<file path="src/rtl/csi_pkg.sv">
package csi_pkg;
  localparam int IDX_W   = 8;
  localparam int CS_BITS = 16;
  localparam int CS_IW   = $clog2(CS_BITS);

  typedef enum logic [1:0] {
    PRE_Z = 2'd0,
    PRE_X = 2'd1,
    PRE_Y = 2'd2,
    PRE_NONE = 2'd3
  } preamble_e;

  // Strobes from the frame control to the datapath
  typedef struct packed {
    logic             strbA;
    logic             strbY;
    logic             capA;
    logic             capB;
    logic             refresh;
    logic [IDX_W-1:0] idx;
  } csi_ctl_t;
endpackage

</file>
<file path="src/rtl/csi_ctrl.sv">
module csi_ctrl
  import csi_pkg::*;
#(
  parameter int BLOCK_LEN   = 192,
  parameter int MARK_DELAY  = 2,
  parameter int MARK_FRAMES = 16
) (
  input  logic       clk,
  input  logic       rstN,
  input  logic       subStrobe,
  input  logic [1:0] preamble,
  input  logic       pllLock,
  output csi_ctl_t   ctl,
  output logic       blockMark
);
  localparam logic [IDX_W-1:0] LAST_IDX = IDX_W'(BLOCK_LEN - 1);
  localparam logic [IDX_W-1:0] WIN_LO   = IDX_W'(MARK_DELAY);
  localparam logic [IDX_W-1:0] WIN_HI   = IDX_W'(MARK_DELAY + MARK_FRAMES - 1);

  preamble_e        pre;
  logic [IDX_W-1:0] frameIdx, nextIdx;
  logic             synced, nextSync;
  logic             isA, isZ, isY, inWin;

  always_comb begin
    pre  = preamble_e'(preamble);
    isZ  = (pre == PRE_Z);
    isA  = (pre == PRE_Z) || (pre == PRE_X);
    isY  = (pre == PRE_Y);
    if (isZ) begin
      nextIdx  = '0;
      nextSync = 1'b1;
    end else if (synced && (frameIdx < LAST_IDX)) begin
      nextIdx  = frameIdx + 1'b1;
      nextSync = 1'b1;
    end else begin
      nextIdx  = frameIdx;
      nextSync = 1'b0;
    end
    inWin = (nextIdx >= WIN_LO) && (nextIdx <= WIN_HI);

    ctl.strbA   = subStrobe && isA;
    ctl.strbY   = subStrobe && isY;
    ctl.capA    = subStrobe && pllLock && isA && nextSync;
    ctl.capB    = subStrobe && pllLock && isY && synced;
    ctl.refresh = ctl.capA && inWin;
    ctl.idx     = isA ? nextIdx : frameIdx;
  end

  always_ff @(posedge clk) begin
    if (!rstN) begin
      frameIdx  <= '0;
      synced    <= 1'b0;
      blockMark <= 1'b0;
    end else if (!pllLock) begin
      synced <= 1'b0;
    end else if (subStrobe && isA) begin
      frameIdx  <= nextIdx;
      synced    <= nextSync;
      blockMark <= nextSync && inWin;
    end
  end
endmodule

</file>
<file path="src/rtl/csi_decode.sv">
module csi_decode
  import csi_pkg::*;
(
  input  logic [CS_BITS-1:0] cs,
  output logic               pro,
  output logic               nonAudio,
  output logic               copy,
  output logic               emphN,
  output logic               orig
);
  logic emph5015, invGroup;

  always_comb begin
    pro      = cs[0];
    nonAudio = cs[1];
    copy     = cs[2];
    if (cs[0])
      emph5015 = cs[2] && cs[3] && !cs[4];
    else
      emph5015 = cs[3] && !cs[4] && !cs[5];
    emphN    = !emph5015;
    invGroup = (!cs[8] && !cs[9] &&  cs[10])
            || ( cs[8] && !cs[9] && !cs[10])
            || (!cs[8] &&  cs[9] &&  cs[10] && cs[11]);
    orig     = invGroup ? !cs[15] : cs[15];
  end
endmodule

</file>
<file path="src/rtl/csi_dp.sv">
module csi_dp
  import csi_pkg::*;
(
  input  logic     clk,
  input  logic     rstN,
  input  csi_ctl_t ctl,
  input  logic     cBit,
  input  logic     vBit,
  input  logic     parityOk,
  input  logic     bipErr,
  input  logic     pllLock,
  input  logic     chanSel,
  output logic     proOut,
  output logic     nonAudioOut,
  output logic     copyOut,
  output logic     emphN,
  output logic     origOut,
  output logic     errAll,
  output logic     errNoVal
);
  localparam logic [IDX_W-1:0] KEEP_LIM = IDX_W'(CS_BITS);

  logic               inKeep;
  logic [CS_BITS-1:0] selBits;
  logic               dPro, dNonAudio, dCopy, dEmphN, dOrig;
  logic               curErr, frameAcc;

  assign inKeep = ctl.idx < KEEP_LIM;

  for (genvar ch = 0; ch < 2; ch++) begin : g_ch
    logic               capEn;
    logic [CS_BITS-1:0] bits;
    assign capEn = (ch == 0) ? ctl.capA : ctl.capB;
    always_ff @(posedge clk) begin
      if (!rstN)
        bits <= '0;
      else if (capEn && inKeep)
        bits[ctl.idx[CS_IW-1:0]] <= cBit;
    end
  end

  assign selBits = chanSel ? g_ch[1].bits : g_ch[0].bits;

  csi_decode u_dec (
    .cs       (selBits),
    .pro      (dPro),
    .nonAudio (dNonAudio),
    .copy     (dCopy),
    .emphN    (dEmphN),
    .orig     (dOrig)
  );

  always_ff @(posedge clk) begin
    if (!rstN) begin
      proOut      <= 1'b0;
      nonAudioOut <= 1'b0;
      copyOut     <= 1'b0;
      emphN       <= 1'b1;
      origOut     <= 1'b0;
    end else if (ctl.refresh) begin
      proOut      <= dPro;
      nonAudioOut <= dNonAudio;
      copyOut     <= dCopy;
      emphN       <= dEmphN;
      origOut     <= dOrig;
    end
  end

  assign curErr = !parityOk || bipErr || !pllLock;

  always_ff @(posedge clk) begin
    if (!rstN) begin
      errAll   <= 1'b0;
      errNoVal <= 1'b0;
      frameAcc <= 1'b0;
    end else begin
      if (ctl.strbA || ctl.strbY) errAll <= vBit || curErr;
      if (ctl.strbA)              frameAcc <= curErr;
      if (ctl.strbY)              errNoVal <= frameAcc || curErr;
    end
  end
endmodule

</file>
<file path="src/rtl/cs_indicator_top.sv">
module cs_indicator_top
  import csi_pkg::*;
#(
  parameter int BLOCK_LEN   = 192,
  parameter int MARK_DELAY  = 2,
  parameter int MARK_FRAMES = 16
) (
  input  logic       clk,
  input  logic       rstN,
  input  logic       subStrobe,
  input  logic [1:0] preamble,
  input  logic       cBit,
  input  logic       vBit,
  input  logic       parityOk,
  input  logic       bipErr,
  input  logic       pllLock,
  input  logic       chanSel,
  output logic       blockMark,
  output logic       proOut,
  output logic       nonAudioOut,
  output logic       copyOut,
  output logic       emphN,
  output logic       origOut,
  output logic       errAll,
  output logic       errNoVal
);
  csi_ctl_t ctl;

  csi_ctrl #(
    .BLOCK_LEN   (BLOCK_LEN),
    .MARK_DELAY  (MARK_DELAY),
    .MARK_FRAMES (MARK_FRAMES)
  ) u_ctrl (
    .clk       (clk),
    .rstN      (rstN),
    .subStrobe (subStrobe),
    .preamble  (preamble),
    .pllLock   (pllLock),
    .ctl       (ctl),
    .blockMark (blockMark)
  );

  csi_dp u_dp (
    .clk         (clk),
    .rstN        (rstN),
    .ctl         (ctl),
    .cBit        (cBit),
    .vBit        (vBit),
    .parityOk    (parityOk),
    .bipErr      (bipErr),
    .pllLock     (pllLock),
    .chanSel     (chanSel),
    .proOut      (proOut),
    .nonAudioOut (nonAudioOut),
    .copyOut     (copyOut),
    .emphN       (emphN),
    .origOut     (origOut),
    .errAll      (errAll),
    .errNoVal    (errNoVal)
  );
endmodule

</file>
<file path="config.mk">
export PLATFORM = sky130hd
export DESIGN_NAME = cs_indicator_top
export DESIGN_NICKNAME = d
export VERILOG_FILES = /design/src/rtl/csi_pkg.sv /design/src/rtl/csi_ctrl.sv /design/src/rtl/csi_decode.sv /design/src/rtl/csi_dp.sv /design/src/rtl/cs_indicator_top.sv
export SDC_FILE = /design/constraint.sdc
export NUM_CORES = 1
export LEC_CHECK = 0
export BUFFER_PORTS_ARGS = -buffer_cell sky130_fd_sc_hd__clkbuf_2
export CAP_MARGIN = 20
export CORE_ASPECT_RATIO = 0.6
export CORE_MARGIN = 4
export CORE_UTILIZATION = 50
export DETAILED_ROUTE_END_ITERATION = 7
export GPL_TIMING_DRIVEN = 0
export PLACE_DENSITY = 0.67
export RECOVER_POWER = 100
export SETUP_SLACK_MARGIN = 0.4
export SKIP_LAST_GASP = 1
export SYNTH_ARGS = -nofsm -noshare
export SYNTH_HDL_FRONTEND = slang
export SYNTH_HIERARCHICAL = 1
export SYNTH_SLANG_ARGS = --single-unit
</file>
<file path="constraint.sdc">
create_clock -name clk -period 6.7 [get_ports clk]
set_input_delay 0.335 -clock clk [delete_from_list [all_inputs] [get_ports clk]]
set_output_delay 0.335 -clock clk [all_outputs]
set_load 0.03 [all_outputs]
</file>
==> impl_metrics.yaml <==
status:
  status: "finished, final reports clean"
layout:
  nets: 322
  final_common_cell: "dfxtp_1"
  final_cell_mix: "40 x dfxtp_1, 39 x nand2_1, 33 x clkbuf_1, 22 x mux2i_1, 17 x nor2_1"
  layout-drive-gt1-share: 0.158
  diodes: 0
  finalNonFillerCells: 374
  fillers: 438
  area_growth_pct: 6.01
  fin_util: 0.567
pwr:
  powerDensity_nw_per_um2: 183
  peakVddDrop_v: 0.0000994
  p_leak_nw: 0.889
clock_tree:
  cts.path.max_buffers: 2
  root_buffer: "clkbuf_8"
  clock_latency_ps: 300
  h-tree-depth: 2
  hold_buffers: 0
  clk_pin_slew_ps: 80
  cts_resized: 0
  postCtsSetupRepairBufs: 0
  cts_tree: "built"
  clkSinkCount: 40
  numCtsBuffers: 5
logic_synthesis:
  syn_avg_cell_area_um2: 8.81
  syn-cell-area_um2: 2520
  ys_warn_count: 6
  synth_nets: 298
  netlist_instances: 286
place:
  place_congestion: 0.896
  dp_hpwl_um: 4500
  dp_cells: 366
  numPortBuffers: 17
route:
  detail_route.iter0.violations: 173
  postRouteWirelength_um: 6060
  ant_nets: 0
  wl_per_cell_um: 16.2
  via_per_inst: 5.83
  route.detailed.drc: 0
  dr.pass1.iters: 4
  num_vias: 2181
timing:
  timing.final.crit_share: 0.550
  max_freq_ghz: 0.272
  period_needed_ps: 3680
  drv_slew: 0
  slew-limit-headroom: 0.553
  setup_violations: 0
  rsz0062_at_grt: "no"
  fin_tns_setup_ps: 0
  hold_viol: 0
  skew_ps: 6.07
  worst_pin_slew_ps: 667
global_route:
  overflow: 0
  track_usage: 0.203
  grt_max_degree: 14
  antenna_found_initial: 0
  grt_pass1_wl_um: 9990
  grt_pass1_vias: 1969
floorplan:
  dieWidth_um: 99.6
  ios: 19
  start_util: 0.535
  core_um2: 4710
  die_h_um: 63.0
  fp-row-count: 19
  die-area_um2: 6270
setup_path:
  end_kind: "flop"
  r2r_slack_ps: 3020
  path_max_fanout: 8
  r2r_end: "u_dp/g_ch[0].bits[4]"
  worstReg2RegStart: "u_ctrl/frameIdx[0]"
  worstSetupStartpointType: "flop"
  crit_required_ps: 6930
  worst-setup-path-type: "reg2reg"
  arrival_ps: 3920
  reg2reg_depth: 11
flow_run:
  drv_cap: 0
worst_hold_path:
  hp-start: "vBit"
  hold_depth: 3
  min_delay_worst_endpoint: "u_dp/errAll"
  min_path_type: "in2reg"
## layer usage
layer	track usage	part of all wire
met5	0	0
met4	0.0716	0.0087
met3	0.0457	0.071
met2	0.258	0.38
met1	0.322	0.54
## where the power goes
group	switching [mW]	internal, mW
clock	0.0925	0.122
sequential	0.00108	0.239
combinational	0.0231	0.0103
total	0.117	0.371
## worst max-delay path, cell delays in order (launching register included)
cell and delay [ps]:
dfxtp_1 420, ha_1 280, and3_1 210, a21oi_1 470
a21oi_1 190, o21ai_0 170, o31ai_1 90, or4_2 600
clkbuf_1 220, clkbuf_1 230, nor4_1 490, mux2i_1 240
## worst max-delay path by stage
stage                                   from                     to  depth (start not counted)  slack, ps
after floorplan           u_ctrl/frameIdx[1]  u_dp/g_ch[0].bits[11]                         11       4110
after global placement    u_ctrl/frameIdx[0]   u_dp/g_ch[0].bits[4]                         10       3660
after detailed placement  u_ctrl/frameIdx[1]   u_dp/g_ch[0].bits[2]                         10       3660
after CTS                 u_ctrl/frameIdx[1]   u_dp/g_ch[0].bits[2]                         10       3630
after global routing      u_ctrl/frameIdx[0]   u_dp/g_ch[1].bits[0]                         11       2870
final                     u_ctrl/frameIdx[0]   u_dp/g_ch[0].bits[4]                         11       3020
## area by class of cell
| cell class | count | area, um2 | share of cell area |
|---|---|---|---|
| Multi-Input combinational cell | 208 | 1420 | 0.531 |
| Sequential cell | 40 | 801 | 0.300 |
| Buffer | 31 | 151 | 0.0567 |
| Clock buffer | 6 | 82.6 | 0.0309 |
| Tap cell | 63 | 78.8 | 0.0295 |
| Timing Repair Buffer | 17 | 72.6 | 0.0272 |
| Clock inverter | 2 | 38.8 | 0.0145 |
| Inverter | 7 | 26.3 | 0.00984 |
## flip-flops by register name, indices dropped and copies added, names as in the netlist
register	flops
u_dp/copyOut	1
u_dp/frameAcc	1
u_ctrl/synced	1
u_ctrl/frameIdx	8
u_dp/nonAudioOut	1
u_dp/emphN	1
u_dp/origOut	1
u_ctrl/blockMark	1
u_dp/errAll	1
u_dp/errNoVal	1
u_dp/g_ch.bits	22
u_dp/proOut	1
## per-stage QoR
stage	cell area (um2)	total power [mW]	hold WS [ps]	worst slack, ps
after global routing	2670	0.507	312	2870
after floorplan	2520	0.268	431	4110
after global placement	2680	0.280	439	3660
final	2670	0.488	265	3020
after detailed placement	2680	0.280	447	3660
after CTS	2800	0.494	263	3630
(Power assumes the default switching activity.)
